==> src/rtl/rtab_pkg.sv <==
package rtab_pkg;

    localparam int KEY_W       = 16;
    localparam int DATA_W      = 32;
    localparam int MAX_CLIENTS = 32;

    typedef logic [KEY_W-1:0] key_t;

    // One write offered to the storage array in the current cycle
    typedef struct packed {
        logic en;
        key_t key;
    } tbl_wr_t;

    // Rotating pick: first requester after 'last', scanning upward and wrapping
    function automatic int rr_pick(input logic [MAX_CLIENTS-1:0] req,
                                   input int last, input int n);
        int pick;
        pick = last;
        for (int k = MAX_CLIENTS; k >= 1; k--) begin
            if (k <= n && req[(last + k) % n]) pick = (last + k) % n;
        end
        return pick;
    endfunction

endpackage

==> src/rtl/rtab_store.sv <==
module rtab_store
    import rtab_pkg::*;
#(
    parameter int DEPTH_LOG2 = 6,
    parameter int PORT_W     = 3
) (
    input  logic              clk,
    input  logic              rst,
    input  key_t              lk_key,
    output logic              lk_hit,
    output logic [PORT_W-1:0] lk_port,
    input  tbl_wr_t           wr,
    input  logic [PORT_W-1:0] wr_port
);
    localparam int DEPTH = 1 << DEPTH_LOG2;

    key_t              ent_key  [DEPTH];
    logic [PORT_W-1:0] ent_port [DEPTH];
    logic [DEPTH-1:0]  ent_vld;
    logic [DEPTH_LOG2-1:0] wptr;

    logic [DEPTH-1:0]  lk_match;
    logic [DEPTH-1:0]  wr_match;
    logic              wr_hit;
    logic [DEPTH_LOG2-1:0] wr_idx;

    // Every entry compares against both keys in parallel
    for (genvar e = 0; e < DEPTH; e++) begin : g_cmp
        assign lk_match[e] = ent_vld[e] && (ent_key[e] == lk_key);
        assign wr_match[e] = ent_vld[e] && (ent_key[e] == wr.key);
    end

    always_comb begin
        lk_port = '0;
        for (int e = 0; e < DEPTH; e++) begin
            if (lk_match[e]) lk_port = lk_port | ent_port[e];
        end
    end
    assign lk_hit = |lk_match;

    always_comb begin
        wr_idx = '0;
        for (int e = DEPTH - 1; e >= 0; e--) begin
            if (wr_match[e]) wr_idx = DEPTH_LOG2'(e);
        end
    end
    assign wr_hit = |wr_match;

    always_ff @(posedge clk) begin
        if (rst) begin
            ent_vld <= '0;
            wptr    <= '0;
        end else if (wr.en && !wr_hit) begin
            ent_vld[wptr] <= 1'b1;
            wptr          <= wptr + 1'b1;
        end
    end

    always_ff @(posedge clk) begin
        if (wr.en) begin
            if (wr_hit) begin
                ent_port[wr_idx] <= wr_port;
            end else begin
                ent_key[wptr]  <= wr.key;
                ent_port[wptr] <= wr_port;
            end
        end
    end

    // Keys stay unique, so a lookup never matches two slots
    p_unique_match_r4: assert property (@(posedge clk) disable iff (rst)
        $countones(lk_match) <= 1);

endmodule

==> src/rtl/rtab_cfg_arb.sv <==
module rtab_cfg_arb
    import rtab_pkg::*;
#(
    parameter int NUM_PORTS  = 8,
    parameter int PORT_W     = 3,
    parameter bit EXT_CFG_EN = 1'b1
) (
    input  logic                        clk,
    input  logic                        rst,
    input  logic [NUM_PORTS-1:0]        cfg_wr,
    input  logic [KEY_W*NUM_PORTS-1:0]  cfg_addr,
    input  logic [DATA_W*NUM_PORTS-1:0] cfg_data,
    output logic [NUM_PORTS-1:0]        cfg_ack,
    input  logic                        ext_wr,
    input  key_t                        ext_addr,
    input  logic [DATA_W-1:0]           ext_data,
    output logic                        ext_ack,
    output tbl_wr_t                     wr,
    output logic [PORT_W-1:0]           wr_port
);
    localparam int NSRC = NUM_PORTS + 1;

    logic [NSRC-1:0] req;
    logic [NSRC-1:0] gnt;
    int              sel;
    logic            unused_hi;

    assign req = {ext_wr && EXT_CFG_EN, cfg_wr};

    // Lowest index wins; the external source sits at the top index
    always_comb begin
        sel = NUM_PORTS;
        for (int s = NSRC - 1; s >= 0; s--) begin
            if (req[s]) sel = s;
        end
        gnt = '0;
        if (|req) gnt[sel] = 1'b1;
    end

    always_comb begin
        wr.en   = |req;
        wr.key  = ext_addr;
        wr_port = ext_data[PORT_W-1:0];
        if (sel < NUM_PORTS) begin
            wr.key  = cfg_addr[sel*KEY_W +: KEY_W];
            wr_port = cfg_data[sel*DATA_W +: PORT_W];
        end
    end

    assign cfg_ack = gnt[NUM_PORTS-1:0];
    assign ext_ack = gnt[NUM_PORTS];

    // Data bits above the port field carry nothing for this table
    always_comb begin
        unused_hi = ^ext_data[DATA_W-1:PORT_W];
        for (int i = 0; i < NUM_PORTS; i++) begin
            unused_hi = unused_hi ^ (^cfg_data[i*DATA_W+PORT_W +: DATA_W-PORT_W]);
        end
    end

    p_single_grant_r6: assert property (@(posedge clk) disable iff (rst)
        $onehot0({ext_ack, cfg_ack}));

    p_ack_has_req_r6: assert property (@(posedge clk) disable iff (rst)
        ((cfg_ack & ~cfg_wr) == '0) && !(ext_ack && !ext_wr));

endmodule

==> src/rtl/rtab_lookup_arb.sv <==
module rtab_lookup_arb
    import rtab_pkg::*;
#(
    parameter int NUM_PORTS = 8,
    parameter int PORT_W    = 3
) (
    input  logic                        clk,
    input  logic                        rst,
    input  logic [KEY_W*NUM_PORTS-1:0]  find_key,
    input  logic [NUM_PORTS-1:0]        find_valid,
    output logic [NUM_PORTS-1:0]        find_ready,
    output logic [PORT_W*NUM_PORTS-1:0] res_port,
    output logic [NUM_PORTS-1:0]        res_hit,
    output logic [NUM_PORTS-1:0]        res_valid,
    input  logic [NUM_PORTS-1:0]        res_ready,
    output key_t                        lk_key,
    input  logic                        lk_hit,
    input  logic [PORT_W-1:0]           lk_port
);
    localparam int SEL_W = (NUM_PORTS > 1) ? $clog2(NUM_PORTS) : 1;

    logic             rv;
    logic [SEL_W-1:0] rsel;
    logic             rhit;
    logic [PORT_W-1:0] rport;
    logic [SEL_W-1:0] last;
    logic [SEL_W-1:0] pick;
    logic             can_take;
    logic             take;

    assign pick     = SEL_W'(rr_pick(MAX_CLIENTS'(find_valid), int'(last), NUM_PORTS));
    assign can_take = !rv || res_ready[rsel];
    assign take     = can_take && (|find_valid);
    assign lk_key   = find_key[int'(pick)*KEY_W +: KEY_W];

    always_comb begin
        find_ready = '0;
        if (take) find_ready[pick] = 1'b1;
    end

    always_ff @(posedge clk) begin
        if (rst) begin
            rv   <= 1'b0;
            rsel <= '0;
            last <= SEL_W'(NUM_PORTS - 1);
        end else if (take) begin
            rv   <= 1'b1;
            rsel <= pick;
            last <= pick;
        end else if (rv && res_ready[rsel]) begin
            rv <= 1'b0;
        end
    end

    always_ff @(posedge clk) begin
        if (take) begin
            rhit  <= lk_hit;
            rport <= lk_port;
        end
    end

    for (genvar i = 0; i < NUM_PORTS; i++) begin : g_res
        assign res_valid[i]                  = rv && (rsel == SEL_W'(i));
        assign res_hit[i]                    = rhit;
        assign res_port[i*PORT_W +: PORT_W]  = rport;
    end

    p_grant_onehot_r8: assert property (@(posedge clk) disable iff (rst)
        $onehot0(find_ready));

    p_hold_stall_r9: assert property (@(posedge clk) disable iff (rst)
        (|(res_valid & ~res_ready)) |=>
            $stable(res_valid) && $stable(res_hit) && $stable(res_port));

    p_no_take_stall_r9: assert property (@(posedge clk) disable iff (rst)
        (|(res_valid & ~res_ready)) |-> (find_ready == '0));

endmodule

==> src/rtl/shared_route_table.sv <==
module shared_route_table
    import rtab_pkg::*;
#(
    parameter int NUM_PORTS  = 8,
    parameter int TBL_LOG2   = 6,
    parameter bit EXT_CFG_EN = 1'b1,
    localparam int PORT_W    = (NUM_PORTS > 1) ? $clog2(NUM_PORTS) : 1
) (
    input  logic                        clk,
    input  logic                        rst,
    input  logic [NUM_PORTS-1:0]        cfg_wr,
    input  logic [16*NUM_PORTS-1:0]     cfg_addr,
    input  logic [32*NUM_PORTS-1:0]     cfg_data,
    output logic [NUM_PORTS-1:0]        cfg_ack,
    input  logic                        ext_wr,
    input  logic [15:0]                 ext_addr,
    input  logic [31:0]                 ext_data,
    output logic                        ext_ack,
    input  logic [16*NUM_PORTS-1:0]     find_key,
    input  logic [NUM_PORTS-1:0]        find_valid,
    output logic [NUM_PORTS-1:0]        find_ready,
    output logic [PORT_W*NUM_PORTS-1:0] res_port,
    output logic [NUM_PORTS-1:0]        res_hit,
    output logic [NUM_PORTS-1:0]        res_valid,
    input  logic [NUM_PORTS-1:0]        res_ready
);
    tbl_wr_t           wr;
    logic [PORT_W-1:0] wr_port;
    key_t              lk_key;
    logic              lk_hit;
    logic [PORT_W-1:0] lk_port;

    rtab_cfg_arb #(
        .NUM_PORTS (NUM_PORTS),
        .PORT_W    (PORT_W),
        .EXT_CFG_EN(EXT_CFG_EN)
    ) u_cfg (
        .clk     (clk),
        .rst     (rst),
        .cfg_wr  (cfg_wr),
        .cfg_addr(cfg_addr),
        .cfg_data(cfg_data),
        .cfg_ack (cfg_ack),
        .ext_wr  (ext_wr),
        .ext_addr(ext_addr),
        .ext_data(ext_data),
        .ext_ack (ext_ack),
        .wr      (wr),
        .wr_port (wr_port)
    );

    rtab_store #(
        .DEPTH_LOG2(TBL_LOG2),
        .PORT_W    (PORT_W)
    ) u_store (
        .clk    (clk),
        .rst    (rst),
        .lk_key (lk_key),
        .lk_hit (lk_hit),
        .lk_port(lk_port),
        .wr     (wr),
        .wr_port(wr_port)
    );

    rtab_lookup_arb #(
        .NUM_PORTS(NUM_PORTS),
        .PORT_W   (PORT_W)
    ) u_lookup (
        .clk       (clk),
        .rst       (rst),
        .find_key  (find_key),
        .find_valid(find_valid),
        .find_ready(find_ready),
        .res_port  (res_port),
        .res_hit   (res_hit),
        .res_valid (res_valid),
        .res_ready (res_ready),
        .lk_key    (lk_key),
        .lk_hit    (lk_hit),
        .lk_port   (lk_port)
    );

endmodule

==> config.mk <==
export PLATFORM = sky130hd
export DESIGN_NAME = shared_route_table
export DESIGN_NICKNAME = d
export VERILOG_FILES = /design/src/rtl/rtab_pkg.sv /design/src/rtl/rtab_store.sv /design/src/rtl/rtab_cfg_arb.sv /design/src/rtl/rtab_lookup_arb.sv /design/src/rtl/shared_route_table.sv
export SDC_FILE = /design/constraint.sdc
export NUM_CORES = 2
export LEC_CHECK = 0
export BUFFER_PORTS_ARGS = -buffer_cell sky130_fd_sc_hd__buf_2
export CAP_MARGIN = 20
export CORE_MARGIN = 2
export CORE_UTILIZATION = 45
export CTS_CLUSTER_SIZE = 16
export DETAILED_ROUTE_END_ITERATION = 8
export PLACE_DENSITY = 0.66
export SKIP_CTS_REPAIR_TIMING = 1
export SKIP_LAST_GASP = 1
export SYNTH_ARGS = -nofsm -noshare
export SYNTH_HDL_FRONTEND = slang
export SYNTH_SLANG_ARGS = --single-unit
==> constraint.sdc <==
create_clock -name clk -period 7.6 [get_ports clk]
set_input_delay 0.38 -clock clk [delete_from_list [all_inputs] [get_ports clk]]
set_output_delay 0.38 -clock clk [all_outputs]
set_load 0.02 [all_outputs]
# Yosys cells after proc, flatten, opt, wreduce, memory -nomap -nowiden
# Memories as Yosys holds them, arrays and structs flattened.
# Cells that the tools add are included.
# op_classes
n_addsub	9
mul	0
div_mod_pow	0
order_cmp	16
n_eq_ne	135
n_shift	3
n_mux	191
n_bitwise	72
n_reduce_logical	160
# ops
op	count
16-bit == test	128
6-bit 2-to-1 mux	65
256-bit by 32-bit indexed part select with 3-bit output	1
32-bit 2-to-1 mux	7
3-bit 2-to-1 mux	74
3-bit bitwise OR	63
1-bit logical AND	142
64-bit OR reduction	2
128-bit by 32-bit indexed part select with 16-bit output	1
128-bit by 8-bit indexed part select with 16-bit output	1
64-bit bitwise OR	1
4-bit by 7-bit less-than comparator with 1-bit output, second input constant	8
1-bit binary-select mux with 4-bit select	8
32-bit by 1-bit greater-or-equal comparator with 1-bit output, second input constant	1
32-bit by 5-bit less-than comparator with 1-bit output, second input constant	1
32-bit by 6-bit less-than comparator with 1-bit output, second input constant	1
1-bit 2-to-1 mux	29
3-bit OR reduction	9
16-bit 2-to-1 mux	1
3-bit adder, second input constant	4
3-bit == test, second input constant	4
9-bit 2-to-1 mux	1
9-bit OR reduction	1
1-bit AND, first input constant	8
20 further kinds	25
# word_totals
reg_bits	81
latchBits	0
ramBits	1216
mem_bits_ro	0
output_inout_bits	57
word_cells	595
mem_count	2
# mem_list
name	words	word_bits	rd	rd_ports_with_merged_regs	write_ports	line_no	rtl
u_store.ent_key	64	16	64	0	1	rtab_store.sv:17	key_t ent_key [DEPTH];
u_store.ent_port	64	3	64	0	1	rtab_store.sv:18	logic [PORT_W-1:0] ent_port [DEPTH];

# Depth between registers and ports, before layout
# logic_depth
ltp_word	144
mapped_depth	29
ltp_nobuf	19

# Modules after synthesis
# Synthesis repeated with hierarchy kept, for this count alone.
# unflattened
hier_cells	6646
hier_area_um2	76738.6
# modules_own_cells
module	instances	cells_each	area_each_um2
rtab_store	1	5421	68465.7
rtab_lookup_arb	1	1043	6856.6
rtab_cfg_arb	1	182	1416.4

# Worst setup path before layout
# OpenSTA, ideal clock, no wires.
# synth_timing
path_type	register -> register
startpoint	register u_lookup.last[0]
endpoint	register u_lookup.rport[0], data pin
setup_ns	0.265
arrival_ns	5.737
required_ns	7.335
setup_slack_ns	1.597
path_stages_with_launch	25
n_path_buf	7
path_cell_list	dfxtp_1 -> buf_6 -> buf_12 -> inv_1 -> clkbuf_1 -> ha_1 -> buf_4 -> mux2i_1 -> mux4_2 -> o211a_1 -> o21a_2 -> xnor2_4 -> mux4_2 -> a221oi_2 -> and3_1 -> buf_6 -> buf_6 -> buf_6 -> xnor2_1 -> nor4_1 -> and3_1 -> a221oi_2 -> o2111ai_1 -> or4_1 -> or3_1
# synth_between
elab_chain_cells	144
elab_cells_between_ends	312
cone_classes	add/sub (8); eq/ne (64); shift (1); mux (96); bitwise (71); reduce/logical (72)
# synth_rtl
item	line_no	rtl
start: declaration	rtab_lookup_arb.sv:26	logic [SEL_W-1:0] last;
start signal: assignment	rtab_lookup_arb.sv:45	last <= SEL_W'(NUM_PORTS - 1);
start signal: assignment	rtab_lookup_arb.sv:49	last <= pick;
3-bit by 1-bit adder with 3-bit output	rtab_pkg.sv:21	if (k <= n && req[(last + k) % n]) pick = (last + k) % n;
3-bit OR reduction (no source line)	-	
1-bit AND (no source line)	-	
1-bit binary-select mux with 4-bit select	rtab_pkg.sv:21	
1-bit 2-to-1 mux (not written as such) (2 in a row)	rtab_pkg.sv:21	
3-bit 2-to-1 mux (7 in a row)	rtab_pkg.sv:21	
3-bit 2-to-1 mux (*)	rtab_pkg.sv:21	
128-bit by 8-bit indexed part select with 16-bit output (*)	rtab_lookup_arb.sv:34	assign lk_key = find_key[int'(pick)*KEY_W +: KEY_W];
[... 122 more ...]	-	
3-bit 2-to-1 mux	rtab_store.sv:36	if (lk_match[e]) lk_port = lk_port | ent_port[e];
3-bit bitwise OR	rtab_store.sv:36	
3-bit 2-to-1 mux	rtab_store.sv:36	
3-bit bitwise OR	rtab_store.sv:36	
3-bit 2-to-1 mux	rtab_store.sv:36	
3-bit bitwise OR	rtab_store.sv:36	
3-bit 2-to-1 mux (*)	rtab_store.sv:36	
net lk_port[0]	shared_route_table.sv:31	logic [PORT_W-1:0] lk_port;
end signal: assignment	rtab_lookup_arb.sv:58	rport <= lk_port;
end: declaration	rtab_lookup_arb.sv:25	logic [PORT_W-1:0] rport;
# The timed path passes the listed nets; every way through them passes the cells marked *. The select of a mux whose other input is x is not followed.
# A chain may end at the register's enable or synchronous reset.

# Final worst setup path
# Ends and elaborated chain as after synthesis.

==> results.sh <==
export IMPL_area_growth_synth_to_final_pct=16.2
export IMPL_drtPass1Iterations=8
export IMPL_postLayoutCellArea_sq_um=85700
export IMPL_worstHoldPathCells=3
export IMPL_timing_final_max_slew_violations=0
export IMPL_gr_total_overflow=0
export IMPL_compound_gate_fraction_of_synth_area=0.0461
export IMPL_post_synth_cell_area_avg_sq_um=12.1
export IMPL_finalCritPeriodShare=0.967
export IMPL_final_setup_violating_endpoints=0
export IMPL_synth_largest_area_cell="edfxtp_1"
export IMPL_fin_util=0.526
export IMPL_fin_skew_ps=38.8
export IMPL_worstRegToRegCells=21
export IMPL_core_region_area_sq_um=163000
export IMPL_drt_initial_drc_count=8228
export IMPL_floorplan_io_pins=644
export IMPL_synth_area_leaders="edfxtp_1 50%, xnor2_1 16%, xor2_1 8.2%, nor4_1 3.7%, dfxtp_1 2.1%"
export IMPL_route_antenna_remaining_nets=0
export IMPL_routed_via_count=57171
export IMPL_cts_root_buf="clkbuf_16"
export IMPL_yosysTopAreaCellShare=0.497
export IMPL_worstSetupPathType="flop to flop"
export IMPL_synth_yosys_warnings=0
export IMPL_crit_path_start_kind="flop"
export IMPL_post_route_min_period_ps=7350
export IMPL_cts_tree="built"
export IMPL_status="finished, final reports clean"
export IMPL_yosys_mux_area_fraction=0.0230
export IMPL_drc=0
export IMPL_gpl_congestion=0.998
export IMPL_wire_per_inst_um=32.2
export IMPL_nFillCells=13827
export IMPL_worstSetupEndpointType="flop"
export IMPL_hold_viol_final=0
export IMPL_min_to="u_lookup.rv"
export IMPL_vias_per_cell=6.31
export IMPL_grt_usage=0.339
export IMPL_holdCritStartpoint="find_valid[5]"
export IMPL_synthAdderAreaFrac=0.000509
export IMPL_finalSetupTns_ps=0
export IMPL_part_of_the_yosys_area_used_for_sequential_elements=0.517
export IMPL_number_of_maximum_capacitance_constraint_violations=0
export IMPL_worst_slew_pin_transition_ps=1200
export IMPL_clockBufferDepth=3
export IMPL_synth_enable_flop_cells=1220
export IMPL_worstReg2RegEnd="u_lookup.rport[0]"
export IMPL_antenna_violations_before_repair=17
export IMPL_holdCritPathClass="primary input to flop"
export IMPL_worst_r2r_setup_slack_ps=250
export IMPL_first_pass_grt_wire_length_um=406000
export IMPL_fp_dieArea_sq_um=167000
export IMPL_netlist_cell_type_count=100
export IMPL_clk_sinks=1297
export IMPL_vias_in_the_first_global_route=55602
export IMPL_post_synth_inst_count=6117
export IMPL_timing_fmax_mhz=136
export IMPL_finalNetCount=7349
export IMPL_hpwl_um=193000
export IMPL_synth_xor_area_frac=0.244
export IMPL_timing_slew_headroom=0.198
export IMPL_cp_data_required_time_ps=8240
export IMPL_postPlaceCellArea_sq_um=81000
export IMPL_worst_setup_hold_path_clk_slew_ps=60
export IMPL_grt_setup_unrepaired="no"
export IMPL_layout_drive_gt1_share=0.179
export IMPL_wl_um=292000
export IMPL_synth_simple_gate_area_share=0.135
export IMPL_synth_top_family_by_area="XOR/XNOR gates"
export IMPL_die_width_um=409
export IMPL_cp_data_arrival_time_ps=7990
export IMPL_layout_commonest_cell="xnor2_1"
export IMPL_initial_cell_density_of_the_core=0.453
export IMPL_dominantRegCellSynth="edfxtp_1"
export IMPL_die_height_um=409
export IMPL_post_syn_area_sq_um=73800
export IMPL_tritoncts_num_buffers=144
export IMPL_htree_num_levels=4
export IMPL_r2r_start="u_lookup.last[0]"
export IMPL_port_buffers=382
export IMPL_synthesis_nets=6707
export IMPL_core_rowCount=148
export IMPL_clock_insertion_delay_worst_skew_ps=810
export IMPL_postSynthRegisterBits=1297
export IMPL_async_flop_share=0
export IMPL_critical_path_peak_fanout=22
export IMPL_layout_common_cells="1359 x xnor2_1, 1220 x edfxtp_1, 689 x xor2_1"
export IMPL_grt_max_degree=65
==> Yosys cell counts (20+ instances only) <==
library cell     n
nor4_1         442
nor2_1         280
clkbuf_1        50
buf_2           99
a22o_1          23
nor4b_1         39
nand3_1        162
xnor2_1       1359
xor2_1         689
dfxtp_1         77
or4b_2          28
mux2i_1        111
nand4_1        226
edfxtp_1      1220
a22oi_1         66
a221oi_1        34
a21oi_1         89
buf_4          128
o22ai_1         63
inv_1           46
or4_1           58
nand2_1        132
nor2b_1         20
buf_6           60
o21ai_0         47
nor3_1         224
==> worst max-delay path: stages (launching register included) <==
cell	delay, ps
dfxtp_2	490
inv_1	100
ha_1	550
mux4_2	630
mux2_2	310
o21ai_0	160
o21a_2	320
xnor2_4	300
buf_4	360
mux2i_1	220
o221ai_1	200
a21oi_4	710
buf_12	340
buf_4	290
xnor2_1	90
nor4_1	370
nand4_1	160
nor3_2	740
a22oi_1	300
nand3_1	170
or4_1	150
or3_1	140
==> per-stage QoR <==
| stage | setup slack (ps) | hold slack, ps | instances |
|---|---|---|---|
| final | 249 | 5.57 | 9058 |
| after detailed placement | 197 | 496 | 8785 |
| after global routing | 27.9 | 3.88 | 9058 |
| after global placement | 271 | 478 | 8784 |
| after CTS | 149 | -43.7 | 9052 |
| after floorplan | 1600 | 444 | 6117 |
==> how the worst max path moves through the flow <==
| stage | from | to | slack, ps | cells past startpoint |
|---|---|---|---|---|
| 6_report | u_lookup.last[0] | u_lookup.rport[0] | 250 | 21 |
| 5_1_grt | u_lookup.last[0] | u_lookup.rport[0] | 30 | 23 |
| 4_1_cts | u_lookup.last[0] | u_lookup.rport[0] | 150 | 22 |
| 3_5_place_dp | u_lookup.last[0] | u_lookup.rport[0] | 200 | 22 |
| 3_3_place_gp | u_lookup.last[0] | u_lookup.rport[0] | 270 | 22 |
| 2_1_floorplan | u_lookup.last[0] | u_lookup.rport[0] | 1600 | 24 |
==> logic make-up (layout without fill, tap and decap cells) <==
| kind of cell | Yosys count | count (layout) |
|---|---|---|
| compound gates | 479 | 479 |
| xor+xnor | 2049 | 2049 |
| fa+ha+maj | 3 | 3 |
| buf+inv | 393 | 1156 |
| flops | 1297 | 1297 |
| mux | 145 | 145 |
| other cells | 0 | 3 |
| simple gates | 1751 | 1751 |
==> flip-flops by register name, summed over array words and instances, names as in the netlist <==
name,count
u_lookup.rv,1
u_store.ent_port,192
u_lookup.last,3
u_lookup.rport,3
u_store.ent_key,1024
u_store.ent_vld,64
u_lookup.rsel,3
u_store.wptr,6
u_lookup.rhit,1
==> routing by layer <==
| layer | part of all wire | up-vias | GRT usage | wire [um] |
|---|---|---|---|---|
| li1 | - | 23951 | - | - |
| met1 | 0.37 | 28106 | 0.438 | 109000 |
| met2 | 0.44 | 4153 | 0.521 | 128000 |
| met3 | 0.12 | 951 | 0.0737 | 34400 |
| met4 | 0.071 | 10 | 0.205 | 20700 |
| met5 | 0.00030 | - | 0 | 88 |
==> final cells by class <==
cell class | instances | area, sq um | area share
diodes | 3 | 7.51 | 0.0000876
clock buffers | 205 | 3990 | 0.0465
clock inverters | 62 | 683 | 0.00797
inverters | 48 | 215 | 0.00251
multi-input cells | 4427 | 33500 | 0.391
flip-flops and latches | 1297 | 38200 | 0.446
well taps | 2175 | 2720 | 0.0318
repair buffers | 841 | 6430 | 0.0751
Power is not shown: default switching activity piles up to over one toggle a cycle in this logic, so the estimate is an artifact.
